===== src/rtl/raster_pkg.sv =====
package raster_pkg;

    localparam int DOT_W      = 9;
    localparam int LINE_W     = 9;
    localparam int LINE_DOTS  = 342;

    // exclusive upper bounds of each horizontal segment, in scan order
    localparam int SEG_PIC    = 256;
    localparam int SEG_RBORD  = 271;
    localparam int SEG_RBLANK = 279;
    localparam int SEG_SYNC   = 305;
    localparam int SEG_LBL1   = 307;
    localparam int SEG_BURST  = 321;
    localparam int SEG_LBL2   = 329;

    typedef enum logic [2:0] {
        RG_PICTURE = 3'd0,
        RG_BORDER  = 3'd1,
        RG_BLANK   = 3'd2,
        RG_SYNC    = 3'd3,
        RG_BURST   = 3'd4
    } region_e;

    typedef struct packed {
        logic              step;
        logic [LINE_W-1:0] line;
    } line_evt_t;

    function automatic region_e region_of(input logic [DOT_W-1:0] d);
        if (d < DOT_W'(SEG_PIC))         return RG_PICTURE;
        else if (d < DOT_W'(SEG_RBORD))  return RG_BORDER;
        else if (d < DOT_W'(SEG_RBLANK)) return RG_BLANK;
        else if (d < DOT_W'(SEG_SYNC))   return RG_SYNC;
        else if (d < DOT_W'(SEG_LBL1))   return RG_BLANK;
        else if (d < DOT_W'(SEG_BURST))  return RG_BURST;
        else if (d < DOT_W'(SEG_LBL2))   return RG_BLANK;
        else                             return RG_BORDER;
    endfunction

endpackage


===== src/rtl/dot_divider.sv =====
module dot_divider #(
    parameter int DIV = 10
) (
    input  logic clk,
    input  logic rst,
    output logic dot_en
);
    localparam int CW = (DIV > 1) ? $clog2(DIV) : 1;
    localparam logic [CW-1:0] LAST = CW'(DIV - 1);

    logic [CW-1:0] cnt;

    always_ff @(posedge clk) begin
        if (rst)              cnt <= '0;
        else if (cnt == LAST) cnt <= '0;
        else                  cnt <= cnt + 1'b1;
    end

    assign dot_en = (cnt == LAST);
endmodule


===== src/rtl/raster_counters.sv =====
module raster_counters
    import raster_pkg::*;
#(
    parameter int TOTAL_LINES  = 262,
    parameter int ACTIVE_LINES = 192
) (
    input  logic              clk,
    input  logic              rst,
    input  logic              dot_en,
    output logic [DOT_W-1:0]  dot,
    output logic [LINE_W-1:0] line,
    output region_e           region,
    output logic              v_active,
    output line_evt_t         evt
);
    localparam logic [DOT_W-1:0]  DOT_LAST  = DOT_W'(LINE_DOTS - 1);
    localparam logic [LINE_W-1:0] LINE_LAST = LINE_W'(TOTAL_LINES - 1);
    localparam logic [LINE_W-1:0] VIS_END   = LINE_W'(ACTIVE_LINES);

    logic              wrap;
    logic [DOT_W-1:0]  dot_next;
    logic [LINE_W-1:0] line_next;

    always_comb begin
        wrap      = (dot == DOT_LAST);
        dot_next  = wrap ? '0 : dot + 1'b1;
        line_next = line;
        if (wrap) line_next = (line == LINE_LAST) ? '0 : line + 1'b1;
        evt.step  = dot_en && wrap;
        evt.line  = line_next;
    end

    always_ff @(posedge clk) begin
        if (rst) begin
            dot      <= '0;
            line     <= '0;
            region   <= RG_PICTURE;
            v_active <= 1'b1;
        end else if (dot_en) begin
            dot      <= dot_next;
            line     <= line_next;
            region   <= region_of(dot_next);
            v_active <= (line_next < VIS_END);
        end
    end
endmodule


===== src/rtl/line_irq_unit.sv =====
module line_irq_unit
    import raster_pkg::*;
#(
    parameter int ACTIVE_LINES = 192,
    parameter int RELOAD_W     = 8
) (
    input  logic                clk,
    input  logic                rst,
    input  line_evt_t           evt,
    input  logic [RELOAD_W-1:0] reload,
    input  logic                ack,
    output logic                irq
);
    localparam logic [LINE_W-1:0] VIS_LAST   = LINE_W'(ACTIVE_LINES);
    localparam logic [LINE_W-1:0] FRAME_LINE = LINE_W'(ACTIVE_LINES + 1);

    logic [RELOAD_W-1:0] cnt;
    logic                in_window;
    logic                line_hit;
    logic                frame_hit;
    logic                pend_line;
    logic                pend_frame;

    always_comb begin
        in_window = (evt.line != '0) && (evt.line <= VIS_LAST);
        line_hit  = evt.step && in_window && (cnt == '0);
        frame_hit = evt.step && (evt.line == FRAME_LINE);
    end

    always_ff @(posedge clk) begin
        if (rst) begin
            cnt <= reload;
        end else if (evt.step) begin
            if (!in_window || cnt == '0) cnt <= reload;
            else                         cnt <= cnt - 1'b1;
        end
    end

    always_ff @(posedge clk) begin
        if (rst) begin
            pend_line  <= 1'b0;
            pend_frame <= 1'b0;
        end else begin
            if (line_hit)  pend_line  <= 1'b1;
            else if (ack)  pend_line  <= 1'b0;
            if (frame_hit) pend_frame <= 1'b1;
            else if (ack)  pend_frame <= 1'b0;
        end
    end

    assign irq = pend_line | pend_frame;
endmodule


===== src/rtl/scroll_latch.sv =====
module scroll_latch
    import raster_pkg::*;
#(
    parameter int ACTIVE_LINES = 192,
    parameter int SCROLL_W     = 8
) (
    input  logic                clk,
    input  logic                rst,
    input  line_evt_t           evt,
    input  logic [SCROLL_W-1:0] pend,
    output logic [SCROLL_W-1:0] eff
);
    localparam logic [LINE_W-1:0] VIS_LAST   = LINE_W'(ACTIVE_LINES);
    localparam logic [LINE_W-1:0] FRAME_LINE = LINE_W'(ACTIVE_LINES + 1);

    always_ff @(posedge clk) begin
        if (rst) begin
            eff <= '0;
        end else if (evt.step) begin
            if (evt.line == FRAME_LINE)
                eff <= '0;
            else if (evt.line != '0 && evt.line < VIS_LAST)
                eff <= pend;
        end
    end
endmodule


===== src/rtl/raster_timer.sv =====
module raster_timer
    import raster_pkg::*;
#(
    parameter int DOT_DIV      = 10,
    parameter int TOTAL_LINES  = 262,
    parameter int ACTIVE_LINES = 192,
    parameter int RELOAD_W     = 8,
    parameter int SCROLL_W     = 8
) (
    input  logic                clk,
    input  logic                rst,
    input  logic [RELOAD_W-1:0] lc_reload,
    input  logic [SCROLL_W-1:0] scroll_pend,
    input  logic                irq_ack,
    output logic [8:0]          dot_count,
    output logic [8:0]          line_count,
    output logic [2:0]          region,
    output logic                v_active,
    output logic                irq,
    output logic [SCROLL_W-1:0] scroll_eff
);
    logic      dot_en;
    line_evt_t evt;
    region_e   reg_q;
    logic      line_step;

    dot_divider #(.DIV(DOT_DIV)) u_div (
        .clk    (clk),
        .rst    (rst),
        .dot_en (dot_en)
    );

    raster_counters #(
        .TOTAL_LINES  (TOTAL_LINES),
        .ACTIVE_LINES (ACTIVE_LINES)
    ) u_cnt (
        .clk      (clk),
        .rst      (rst),
        .dot_en   (dot_en),
        .dot      (dot_count),
        .line     (line_count),
        .region   (reg_q),
        .v_active (v_active),
        .evt      (evt)
    );

    line_irq_unit #(
        .ACTIVE_LINES (ACTIVE_LINES),
        .RELOAD_W     (RELOAD_W)
    ) u_irq (
        .clk    (clk),
        .rst    (rst),
        .evt    (evt),
        .reload (lc_reload),
        .ack    (irq_ack),
        .irq    (irq)
    );

    scroll_latch #(
        .ACTIVE_LINES (ACTIVE_LINES),
        .SCROLL_W     (SCROLL_W)
    ) u_scr (
        .clk  (clk),
        .rst  (rst),
        .evt  (evt),
        .pend (scroll_pend),
        .eff  (scroll_eff)
    );

    assign region    = reg_q;
    assign line_step = evt.step;
endmodule


===== config.mk =====
export PLATFORM = sky130hd
export DESIGN_NAME = raster_timer
export DESIGN_NICKNAME = d
export VERILOG_FILES = /design/src/rtl/raster_pkg.sv /design/src/rtl/dot_divider.sv /design/src/rtl/raster_counters.sv /design/src/rtl/line_irq_unit.sv /design/src/rtl/scroll_latch.sv /design/src/rtl/raster_timer.sv
export SDC_FILE = /design/constraint.sdc
export NUM_CORES = 1
export LEC_CHECK = 0
export ABC_AREA = 1
export BUFFER_PORTS_ARGS = -buffer_cell sky130_fd_sc_hd__buf_4
export CAP_MARGIN = 20
export CORE_AREA = 3 3 78 80
export CTS_CLUSTER_DIAMETER = 50
export DETAILED_ROUTE_END_ITERATION = 8
export DIE_AREA = 0 0 81 83
export PLACE_DENSITY = 0.75
export SKIP_LAST_GASP = 1
export SLEW_MARGIN = 20
export SYNTH_ARGS = -nofsm -noshare
export SYNTH_HDL_FRONTEND = slang
export SYNTH_SLANG_ARGS = --single-unit

===== constraint.sdc =====
create_clock -name clk -period 2 [get_ports clk]
set_input_delay 0.4 -clock clk [delete_from_list [all_inputs] [get_ports clk]]
set_output_delay 0.4 -clock clk [all_outputs]
set_load 0.01 [all_outputs]

==> impl_metrics.xml <==
<?xml version="1.0" encoding="UTF-8"?>
<metrics>
  <group name="clock_tree">
    <metric name="cts-hold-fix-buffers" unit="">0</metric>
    <metric name="number_of_cts_inserted_buffers" unit="">5</metric>
    <metric name="clockRootBuffer" unit="">clkbuf_8</metric>
    <metric name="clock_tree_from_tritoncts" unit="">done</metric>
    <metric name="clock_sink_count" unit="">44</metric>
    <metric name="ctsLongestPathBuffers" unit="">2</metric>
    <metric name="clock_latency_of_the_later_clocked_register_in_the_worst_skew_pair" unit="ns">0.32</metric>
    <metric name="clk_pin_slew_worst_paths" unit="ns">0.11</metric>
    <metric name="cts-htree-levels" unit="">2</metric>
  </group>
  <group name="global_routing">
    <metric name="antenna_violations_before_repair" unit="">0</metric>
    <metric name="grtUsageMet3" unit="%">4.88</metric>
    <metric name="largest_net_degree_at_the_start_of_global_routing" unit="">16</metric>
    <metric name="grt_pass1_vias" unit="">2764</metric>
    <metric name="grt_first_pass_wirelength" unit="mm">12.6</metric>
    <metric name="groute.layer.met1.usage" unit="%">28.0</metric>
    <metric name="gr-total-overflow" unit="">0</metric>
    <metric name="grtUsageTotal" unit="%">23.5</metric>
    <metric name="top_usage_layer" unit="">met2</metric>
    <metric name="grt_use_met2" unit="%">41.4</metric>
  </group>
  <group name="floorplan">
    <metric name="floorplan.initialDensity" unit="%">50.5</metric>
    <metric name="floorplan.core_area" unit="um2">5470</metric>
    <metric name="std_cell_rows" unit="">27</metric>
    <metric name="die_width" unit="um">81</metric>
    <metric name="die-area" unit="um2">6720</metric>
    <metric name="die_y" unit="um">83</metric>
    <metric name="pin_count" unit="">50</metric>
  </group>
  <group name="synth">
    <metric name="yosysTopAreaCell" unit="">dfxtp_1</metric>
    <metric name="synth.yosys.seq_area_share" unit="%">34.8</metric>
    <metric name="synth_top_cell_area_share" unit="%">26.1</metric>
    <metric name="postSynthRegisterBits" unit="">44</metric>
    <metric name="postSynth.asyncResetShare" unit="%">0</metric>
    <metric name="post_synth_num_cell_types" unit="">38</metric>
    <metric name="synth_area_leaders" unit="">dfxtp_1 (26%), nand2_1 (13%), edfxtp_1 (8.7%), inv_1 (7.3%), nor2_1 (6.0%)</metric>
    <metric name="syn_area_per_cell" unit="um2">7.14</metric>
    <metric name="synth_cells" unit="">387</metric>
    <metric name="mappedNetlistArea" unit="um2">2760</metric>
    <metric name="synth_warnings" unit="">0</metric>
    <metric name="main_synth_ff_type" unit="">dfxtp_1</metric>
    <metric name="synth_edf_count" unit="">8</metric>
    <metric name="synthesis.nets" unit="">414</metric>
  </group>
  <group name="drt">
    <metric name="route.antenna.remaining_nets" unit="">0</metric>
    <metric name="via_count" unit="">3199</metric>
    <metric name="drt-vias-per-instance" unit="">5.43</metric>
    <metric name="route.detailed.drc" unit="">0</metric>
    <metric name="total_iterations_of_the_first_detailed_routing_run" unit="">7</metric>
    <metric name="wl_per_cell" unit="um">15.5</metric>
    <metric name="dr.first_iter.drc_count" unit="">197</metric>
    <metric name="total_wirelength_of_the_detailed_routed_design" unit="mm">9.15</metric>
  </group>
  <group name="final_layout">
    <metric name="fillCellCount" unit="">348</metric>
    <metric name="net_count_of_the_finished_layout" unit="">543</metric>
    <metric name="layout-drive-gt1-share" unit="%">49.1</metric>
    <metric name="antenna_cells" unit="">0</metric>
    <metric name="final_design_area_no_fill" unit="um2">4330</metric>
    <metric name="most_common_cell_after_layout_fill_and_taps_aside" unit="">buf_4</metric>
    <metric name="commonest_cells_after_routing_fill_and_taps_aside" unit="">buf_4 (116), nand2_1 (76), inv_1 (44)</metric>
    <metric name="flow.area_growth_from_synthesis" unit="%">57.0</metric>
  </group>
  <group name="worst_setup_path">
    <metric name="cp_data_arrival_time" unit="ns">2.45</metric>
    <metric name="setup.reg_to_reg.worst_slack" unit="ns">-0.29</metric>
    <metric name="r2r_start" unit="">u_cnt.line[1]$_SDFFE_PP0N_</metric>
    <metric name="path_class" unit="">reg -&gt; reg</metric>
    <metric name="startpoint_type" unit="">register</metric>
    <metric name="r2r.worst_path.cells" unit="">13</metric>
    <metric name="timing.critical_path.from" unit="">u_cnt.line[1]$_SDFFE_PP0N_</metric>
    <metric name="r2r-end" unit="">u_irq.cnt[1]$_DFFE_PP_</metric>
    <metric name="critical_path_sink" unit="">u_irq.cnt[1]$_DFFE_PP_</metric>
    <metric name="critical_path.max_fanout" unit="">7</metric>
    <metric name="worst_setup_path_end_kind" unit="">register</metric>
    <metric name="cp.required" unit="ns">2.16</metric>
  </group>
  <group name="sta">
    <metric name="finalClockSkew" unit="ns">0.0249</metric>
    <metric name="tightest_slew" unit="ns">0.529</metric>
    <metric name="post-route-min-period" unit="ns">2.29</metric>
    <metric name="finalSetupTns" unit="ns">-3.13</metric>
    <metric name="drv_slew" unit="">0</metric>
    <metric name="final_period_utilization" unit="%">114</metric>
    <metric name="finalSetupViolations" unit="">21</metric>
    <metric name="rsz_0062_raised_after_global_routing" unit="">true</metric>
    <metric name="finalHoldViolCount" unit="">0</metric>
    <metric name="fmax" unit="MHz">437</metric>
    <metric name="relSlewSlack" unit="%">64.4</metric>
    <metric name="worst_setup_slack_after_layout" unit="ns">-0.290</metric>
  </group>
  <group name="place">
    <metric name="placement.io_buffers" unit="">49</metric>
    <metric name="place_hpwl" unit="mm">5.23</metric>
    <metric name="post_dp_cell_area" unit="um2">3660</metric>
    <metric name="gp_congestion" unit="">0.921</metric>
  </group>
  <group name="power_and_ir_drop">
    <metric name="pwr-share-seq" unit="%">56.9</metric>
    <metric name="clockPowerShare" unit="%">36.1</metric>
    <metric name="power_switching_share" unit="%">25.4</metric>
    <metric name="leakage_power_figure" unit="nW">1.98</metric>
    <metric name="power.density_cell_area" unit="nW/um2">374</metric>
    <metric name="cellInternalPower" unit="mW">1.21</metric>
    <metric name="irDropWorstVdd" unit="mV">0.431</metric>
    <metric name="pwr-share-comb" unit="%">6.9</metric>
    <metric name="power.net_switching" unit="mW">0.412</metric>
  </group>
  <group name="min_path">
    <metric name="hold_path.class" unit="">in -&gt; reg</metric>
    <metric name="startpoint_of_the_tightest_hold_check_path" unit="">scroll_pend[1]</metric>
  </group>
  <group name="flow_run">
    <metric name="max_cap_violations" unit="">0</metric>
  </group>
  <group name="outcome">
    <metric name="failed_checks" unit="">negative setup slack</metric>
    <metric name="run_status" unit="">finished, violations left</metric>
  </group>
</metrics>
==> Yosys cell counts, types with 7 or more instances <==
| cell type | count |
|---|---|
| nand4_1 | 8 |
| dfxtp_1 | 36 |
| o21ai_0 | 7 |
| a21oi_2 | 9 |
| nor2_1 | 44 |
| nand3_1 | 30 |
| nand2_2 | 20 |
| nand2_1 | 92 |
| inv_1 | 54 |
| o22ai_1 | 14 |
| edfxtp_1 | 8 |
| ha_1 | 8 |
==> worst max-delay path, cell delays in order (launching register included) <==
cell	delay (ns)
dfxtp_4	0.39
inv_2	0.09
ha_4	0.13
nand2_1	0.07
nor2_2	0.14
nand2_2	0.08
nand3b_1	0.18
nand2_2	0.12
a21oi_4	0.15
nand3_4	0.11
nand2_4	0.11
nand4_4	0.19
buf_6	0.18
o21ai_2	0.17
==> state kept, by name, indices dropped and copies added, names as in the netlist <==
name	count
u_irq.pend_line	1
u_irq.pend_frame	1
u_cnt.line	9
u_scr.eff	8
u_div.cnt	4
u_cnt.dot	9
u_cnt.region	3
u_irq.cnt	8
u_cnt.v_active	1
==> stage by stage <==
stage	std cells	hold slack (ns)	total power, mW	setup slack, ns	utilization [%]
2_1_floorplan	387	0.434	0.998	-0.0771	-
3_3_place_gp	559	0.440	1.05	-0.144	66.8
3_5_place_dp	559	0.440	1.05	-0.219	66.8
4_1_cts	577	0.342	1.61	-0.119	72.0
5_1_grt	589	0.325	1.69	-0.397	79.2
6_report	589	0.326	1.62	-0.290	79.2
==> cell families after synthesis <==
family | Yosys count | synth area share [%]
simple gates | 219 | 38.6
xor+xnor | 9 | 2.85
fa+ha+maj | 8 | 3.62
flops | 44 | 34.8
compound gates | 44 | 10.8
buf+inv | 63 | 9.38
==> cell type report <==
cell class,count,area (um2),area share (%)
clock buffers,6,72.6,1.67
clock inverters,2,12.5,0.289
inverters,56,223,5.14
multi-input cells,282,1950,45.0
flip-flops and latches,44,977,22.5
well taps,72,90.1,2.08
repair buffers,127,1010,23.2
==> power by group through the flow <==
stage | logic (mW) | clock network [mW] | registers [mW]
2_1_floorplan | 0.0541 | 0 | 0.944
3_3_place_gp | 0.103 | 0 | 0.946
3_5_place_dp | 0.105 | 0 | 0.947
4_1_cts | 0.108 | 0.574 | 0.924
5_1_grt | 0.125 | 0.635 | 0.926
6_report | 0.112 | 0.586 | 0.924
==> what timing repair did <==
action / 4_1_cts / 5_1_grt
setup buffers: 9 / 12
gates resized for setup: 30 / 79
pin swaps: 12 / 32
gates cloned: 1 / 1
endpoints found under the setup margin: 20 / 21
==> how the worst min path moves through the flow <==
| stage | slack [ns] | to | cells after the start |
|---|---|---|---|
| 6_report | 0.33 | u_scr.eff[1]$_SDFFE_PP0P_ | 3 |
| 5_1_grt | 0.32 | u_scr.eff[1]$_SDFFE_PP0P_ | 3 |
| 4_1_cts | 0.34 | u_scr.eff[1]$_SDFFE_PP0P_ | 3 |
| 3_5_place_dp | 0.44 | u_cnt.region[2]$_SDFFE_PP0N_ | 2 |
| 3_3_place_gp | 0.44 | u_cnt.region[1]$_SDFFE_PP0N_ | 2 |
| 2_1_floorplan | 0.43 | u_div.cnt[0]$_SDFF_PP0_ | 1 |
==> metal layers <==
| layer | up-vias | share of wire (%) |
|---|---|---|
| met5 | - | 0 |
| met4 | 0 | 4.8 |
| met3 | 48 | 5.6 |
| met2 | 163 | 52 |
| met1 | 1473 | 38 |
| li1 | 1515 | - |
No activity file was read; power rests on OpenSTA's default activity.
